$ cat config.mk
export PLATFORM = sky130hd
export DESIGN_NAME = post_wbuf
export DESIGN_NICKNAME = d
export VERILOG_FILES = /design/src/rtl/pwb_pkg.sv /design/src/rtl/pwb_pack.sv /design/src/rtl/pwb_unpack.sv /design/src/rtl/pwb_store.sv /design/src/rtl/pwb_count.sv /design/src/rtl/post_wbuf.sv
export SDC_FILE = /design/constraint.sdc
export NUM_CORES = 1
export LEC_CHECK = 0
export BUFFER_PORTS_ARGS = -buffer_cell sky130_fd_sc_hd__buf_2
export CORE_AREA = 5 5 285 231
export DETAILED_ROUTE_END_ITERATION = 7
export DIE_AREA = 0 0 290 236
export PLACE_DENSITY_LB_ADDON = 0.1
export SLEW_MARGIN = 30
export SYNTH_ARGS = -nofsm -noshare
export SYNTH_HDL_FRONTEND = slang
export SYNTH_SLANG_ARGS = --single-unit
$ cat constraint.sdc
create_clock -name clk -period 4.85 [get_ports clk]
set_clock_uncertainty 0.15 [all_clocks]
set_input_delay 0.2425 -clock clk [delete_from_list [all_inputs] [get_ports clk]]
set_output_delay 0.2425 -clock clk [all_outputs]
set_load 0.01 [all_outputs]
$ cat src/rtl/pwb_pkg.sv
// Shared widths and the stored entry type for the posted write buffer.
// Assumes a byte-addressed memory and lines of 2**OFF_W bytes.
package pwb_pkg;
    localparam int ADDR_W = 24;
    localparam int OFF_W  = 4;
    localparam int BYTE_W = 8;
    localparam int TAG_W  = ADDR_W - OFF_W;
    localparam int LINE_W = BYTE_W << OFF_W;
    localparam int LINE_PAY_W = TAG_W + LINE_W;
    localparam int BYTE_PAY_W = ADDR_W + BYTE_W;
    localparam int PAY_W = (LINE_PAY_W > BYTE_PAY_W) ? LINE_PAY_W : BYTE_PAY_W;

    typedef enum logic {
        KIND_BYTE = 1'b0,
        KIND_LINE = 1'b1
    } kind_e;

    typedef struct packed {
        kind_e            kind;
        logic [PAY_W-1:0] pay;
    } entry_t;
endpackage

$ cat src/rtl/pwb_pack.sv
// Folds an incoming write into the shared payload layout.
// Byte kind: address above the data byte. Line kind: block tag above line data.
// Assumes the address offset bits of a line write are meaningless.
module pwb_pack
    import pwb_pkg::*;
(
    input  logic              is_line,
    input  logic [ADDR_W-1:0] addr,
    input  logic [BYTE_W-1:0] byte_d,
    input  logic [LINE_W-1:0] line_d,
    output entry_t            ent
);
    // Select the layout by kind and zero the unused payload bits.
    always_comb begin
        ent.pay = '0;
        if (is_line) begin
            ent.kind = KIND_LINE;
            ent.pay[LINE_PAY_W-1:LINE_W] = addr[ADDR_W-1:OFF_W];
            ent.pay[LINE_W-1:0]          = line_d;
        end else begin
            ent.kind = KIND_BYTE;
            ent.pay[BYTE_PAY_W-1:BYTE_W] = addr;
            ent.pay[BYTE_W-1:0]          = byte_d;
        end
    end
endmodule

$ cat src/rtl/pwb_unpack.sv
// Expands a stored entry into a memory-side address and data word.
// A line address is rebuilt from its tag with a zero offset; a byte sits in the low data bits.
module pwb_unpack
    import pwb_pkg::*;
(
    input  entry_t            ent,
    output logic              is_line,
    output logic [ADDR_W-1:0] addr,
    output logic [LINE_W-1:0] data
);
    // Decode the payload according to the kind bit.
    always_comb begin
        is_line = (ent.kind == KIND_LINE);
        if (is_line) begin
            addr = {ent.pay[LINE_PAY_W-1:LINE_W], {OFF_W{1'b0}}};
            data = ent.pay[LINE_W-1:0];
        end else begin
            addr = ent.pay[BYTE_PAY_W-1:BYTE_W];
            data = {{(LINE_W-BYTE_W){1'b0}}, ent.pay[BYTE_W-1:0]};
        end
    end
endmodule

$ cat src/rtl/pwb_store.sv
// Circular entry storage with separate write and read pointers.
// Assumes the caller never pushes when full (unless popping) nor pops when empty.
// The head entry is read without a register stage.
module pwb_store
    import pwb_pkg::*;
#(
    parameter int DEPTH = 4
) (
    input  logic   clk,
    input  logic   rst_n,
    input  logic   push,
    input  logic   pop,
    input  entry_t din,
    output entry_t head
);
    localparam int PTR_W = (DEPTH > 1) ? $clog2(DEPTH) : 1;
    localparam logic [PTR_W-1:0] LAST = PTR_W'(DEPTH - 1);

    entry_t           slots_q [DEPTH];
    logic [PTR_W-1:0] wr_ptr_q;
    logic [PTR_W-1:0] rd_ptr_q;
    logic [PTR_W-1:0] wr_nxt;
    logic [PTR_W-1:0] rd_nxt;

    // Pointer advance: natural wrap for power-of-two depth, explicit wrap otherwise.
    generate
        if ((DEPTH & (DEPTH - 1)) == 0) begin : g_pow2
            always_comb begin
                wr_nxt = wr_ptr_q + 1'b1;
                rd_nxt = rd_ptr_q + 1'b1;
            end
        end else begin : g_wrap
            always_comb begin
                wr_nxt = (wr_ptr_q == LAST) ? '0 : wr_ptr_q + 1'b1;
                rd_nxt = (rd_ptr_q == LAST) ? '0 : rd_ptr_q + 1'b1;
            end
        end
    endgenerate

    // Pointer registers.
    always_ff @(posedge clk) begin
        if (!rst_n) begin
            wr_ptr_q <= '0;
            rd_ptr_q <= '0;
        end else begin
            if (push) wr_ptr_q <= wr_nxt;
            if (pop)  rd_ptr_q <= rd_nxt;
        end
    end

    // Entry write at the tail slot.
    always_ff @(posedge clk) begin
        if (push) slots_q[wr_ptr_q] <= din;
    end

    // Head entry read.
    assign head = slots_q[rd_ptr_q];
endmodule

$ cat src/rtl/pwb_count.sv
// Occupancy counter that produces the full and empty flags.
// Assumes push is never given when full without pop, nor pop when empty.
module pwb_count #(
    parameter int DEPTH = 4
) (
    input  logic clk,
    input  logic rst_n,
    input  logic push,
    input  logic pop,
    output logic full,
    output logic empty
);
    localparam int CNT_W = $clog2(DEPTH + 1);

    logic [CNT_W-1:0] cnt_q;

    // Occupancy update; push and pop together leave it unchanged.
    always_ff @(posedge clk) begin
        if (!rst_n) begin
            cnt_q <= '0;
        end else begin
            case ({push, pop})
                2'b10:   cnt_q <= cnt_q + 1'b1;
                2'b01:   cnt_q <= cnt_q - 1'b1;
                default: cnt_q <= cnt_q;
            endcase
        end
    end

    // Flags from the count.
    assign full  = (cnt_q == CNT_W'(DEPTH));
    assign empty = (cnt_q == '0);
endmodule

$ cat src/rtl/post_wbuf.sv
// Posted write buffer between a cache and main memory.
// Takes byte or line writes over a valid/ready port and drains them in order,
// one at a time, each removed on a memory acknowledge.
// Assumes mem_ack is only meaningful while mem_valid is high.
module post_wbuf
    import pwb_pkg::*;
#(
    parameter int DEPTH = 4
) (
    input  logic              clk,
    input  logic              rst_n,
    input  logic              wr_valid,
    output logic              wr_ready,
    input  logic              wr_is_line,
    input  logic [ADDR_W-1:0] wr_addr,
    input  logic [BYTE_W-1:0] wr_byte,
    input  logic [LINE_W-1:0] wr_line,
    output logic              stall,
    output logic              mem_valid,
    output logic              mem_is_line,
    output logic [ADDR_W-1:0] mem_addr,
    output logic [LINE_W-1:0] mem_data,
    input  logic              mem_ack
);
    entry_t in_ent;
    entry_t head_ent;
    logic   full;
    logic   empty;
    logic   push;
    logic   pop;

    // Handshake decisions; a full buffer still takes a write when the head leaves.
    always_comb begin
        pop      = !empty && mem_ack;
        wr_ready = !full || mem_ack;
        push     = wr_valid && wr_ready;
    end

    assign stall     = full;
    assign mem_valid = !empty;

    pwb_pack u_pack (
        .is_line (wr_is_line),
        .addr    (wr_addr),
        .byte_d  (wr_byte),
        .line_d  (wr_line),
        .ent     (in_ent)
    );

    pwb_store #(.DEPTH(DEPTH)) u_store (
        .clk   (clk),
        .rst_n (rst_n),
        .push  (push),
        .pop   (pop),
        .din   (in_ent),
        .head  (head_ent)
    );

    pwb_count #(.DEPTH(DEPTH)) u_count (
        .clk   (clk),
        .rst_n (rst_n),
        .push  (push),
        .pop   (pop),
        .full  (full),
        .empty (empty)
    );

    pwb_unpack u_unpack (
        .ent     (head_ent),
        .is_line (mem_is_line),
        .addr    (mem_addr),
        .data    (mem_data)
    );
endmodule

==> results.cfg <==
[outcome]
result_of_the_run = finished clean

[route]
drt_pre_antenna_iters = 4
drt-initial-drc-count = 630
total_number_of_vias = 12600
average_wire_per_standard_cell_um = 21.8
detail-route-antenna-nets = 0
vias_per_cell = 4.87
post_detailed_route_drc_marker_count = 0
wirelength_mm = 56.1

[cells_and_area]
final_cells = 2580
area_growth_syn_to_layout_pct = 27.0
post-route-util = 0.494
most_frequent_standard_cell_in_the_layout_excluding_fill_and_tap_cells = edfxtp_1
layout.nets = 1858
seq_area_um2 = 18100
fillers = 5285
final_layout_size_suffix_gt1_frac = 0.371
multi_input_comb_area_um2 = 5820
top_library_cells_by_usage_in_the_layout_fill_and_taps_aside = 596 x edfxtp_1, 319 x buf_2, 240 x and2_1

[cts]
gates_resized_cts_repair = 0
numCtsBuffers = 67
insertion_delay_of_the_later_clocked_pin_in_the_worst_skew_pair_ps = 580
path_clk_slew_ps = 60
cts.sink_count = 605
cts-root-to-sink-buffers = 3
cts.htree.levels = 3
cts.root.buffer_cell = clkbuf_16
cts_tree = done

[sta]
fmax_mhz = 261
grt_setup_unrepaired = no
setup-violations-final = 0
period_minus_ws_final_ps = 3820
slew-limit-headroom = 0.407
hold_viol_final = 0
postLayoutSetupSlackWorst_ps = 1030
tightest_slew_ps = 890
finalSetupTns_ps = 0
timing_max_transition_violations_final = 0
period_share = 0.789

[yosys]
yosys-top-cells-area = edfxtp_1 74%, mux4_2 14%, and2_1 6.2%, mux2_2 1.5%, mux2_4 1.2%
synth_cell_types = 28
synth.yosys.seq_area_share = 0.746
syn_area_per_cell_um2 = 21.0
mappedNetlistNets = 1327
syn-instance-count = 1156
synth_area_leader = edfxtp_1
synth.ff_latch_count = 605
synth.yosys.warnings = 0
synthesized_cell_area_um2 = 24200
netlist.area_leader.share = 0.738

[setup_path]
family_with_the_most_delay_on_the_worst_path = multiplexers
rr_worst_depth = 9
cp_cell_sequence = mux4_4 -> buf_4 -> mux2_4 -> buf_2
critical-path-max-stage-delay_ps = 1050
timing.critical_path.required_ps = 4460
arrival_ps = 3430
path_type_of_the_worst_setup_path = flop to output pin
worstSetupEndpointType = output pin
worst_setup_path_start_kind = flop
cpMaxStageDelayCell = mux4_4
critical_path_peak_fanout = 76
crit_buf_inv = 2
reg2reg_slack_ps = 2070
timing.rr.start = u_count.cnt_q[1]$_SDFFE_PN0P_
critical_path.reg2reg.endpoint = u_count.cnt_q[2]$_SDFFE_PN0P_

[power]
pwr_density_cell_nw_per_um2 = 470
leakagePower_nw = 10.8
max-vdd-ir-drop_uv = 210

[hold_path]
holdPathStages = 2
timing.hold.worst.class = input pin to flop
timing.hold.worst.start = wr_is_line
min_to = u_store.slots_q[3][123]$_DFFE_PP_

[grt]
global_route.peak_usage_layer = met2
met2_usage = 0.274
globalRouteTotalUtil = 0.162
global_route_wire_length_before_repair_mm = 84.8
pin_count_of_the_biggest_net_entering_global_routing = 83
gr-total-overflow = 0
first_global_vias = 13600
globalRouteMet1Util = 0.218
met3_usage = 0.0329
grt_antenna_before_repair = 3

[floorplan]
die-area_um2 = 68400
fp.coreArea_um2 = 62400
die_h_um = 236
floorplan.die.width_um = 290
initial_utilization = 0.388
floorplan.io_pins = 321
rows = 82

[place]
io_buffer_count = 320
detailed_place_hpwl_mm = 33.1
place_congestion = 0.712
post-place-ws_ps = 1520
placed_cells_incl_taps = 2273

[flow_run]
cap_violations = 0
-- stage by stage --
stage	total power (W)	instance area, um2	hold slack, ps
2_1_floorplan	0.00856	24200	191
3_3_place_gp	0.00971	26800	345
3_5_place_dp	0.00973	26800	352
4_1_cts	0.0147	30800	203
5_1_grt	0.0152	30800	234
6_report	0.0145	30800	217
-- worst max path at each step --
stage / start / end / slack (ps) / cells past startpoint
3_3_place_gp: flop / mem_addr[13] / 1530 / 4
5_1_grt: flop / mem_addr[9] / 760 / 4
6_report: flop / mem_addr[12] / 1030 / 4
3_5_place_dp: flop / mem_addr[14] / 1520 / 4
2_1_floorplan: u_count.cnt_q[0]$_SDFFE_PN0P_ / u_store.slots_q[0][0]$_DFFE_PP_ / 1630 / 3
4_1_cts: flop / mem_addr[12] / 870 / 4
-- cell type report --
cell class | count | area share
diodes | 2 | 0.000163
clock buffers | 84 | 0.0579
well taps | 840 | 0.0341
inverters | 6 | 0.000732
clock inverters | 36 | 0.00983
multi-input cells | 477 | 0.189
flip-flops and latches | 605 | 0.587
repair buffers | 530 | 0.121
-- flip-flops by register name (all words and copies together) (netlist names), named ones only --
name / cells
u_store.slots_q: 596
u_count.cnt_q: 3
u_store.wr_ptr_q: 2
u_store.rd_ptr_q: 2
-- worst reg2reg max path: stages (launching register included) --
cell      delay, ps
dfxtp_1         350
or4b_1          670
and2_1          250
inv_1            60
ha_1            170
inv_1            60
fa_1            370
xor2_1          160
or3_1           300
a21boi_0        160
-- timing repair --
action	CTS	global route
hold buffers	185	0
endpoints found under the hold margin	601	0
buffers inserted	0	0
-- power breakdown --
group / total (W) / internal (W) / switching, W
Clock: 0.00481 / 0.00283 / 0.00199
Combinational: 0.00335 / 0.00165 / 0.00169
Sequential: 0.00630 / 0.00616 / 0.000132
-- cell families after synthesis --
group / after synthesis / synth area share
AOI/OAI and AO/OA: 6 / 0.00165
DFF: 605 / 0.746
and+or+nand+nor: 259 / 0.0666
xor gates and xnor gates: 4 / 0.00145
muxes: 202 / 0.166
adders and majority gates: 6 / 0.00341
buffers and inverters: 74 / 0.0148
-- routing by layer --
layer,vias up,share of wire
li1,5679,-
met1,6535,0.43
met2,275,0.51
met3,70,0.045
met4,0,0.017
met5,-,0
-- cells in the mapped netlist (all sizes together) --
library cell,count
mux2,52
xnor2,3
nand2,4
a21boi,1
edfxtp,596
or4b,1
o31a,1
and2,240
mux4,149
xor2,1
clkbuf,36
nand4,1
fa,1
buf,32
inv,6
and3,5
o21ai,3
mux2i,1
or3,2
dfxtp,9
ha,5
nor2b,6
o311ai,1
No activity file was read; power rests on OpenSTA's default activity.
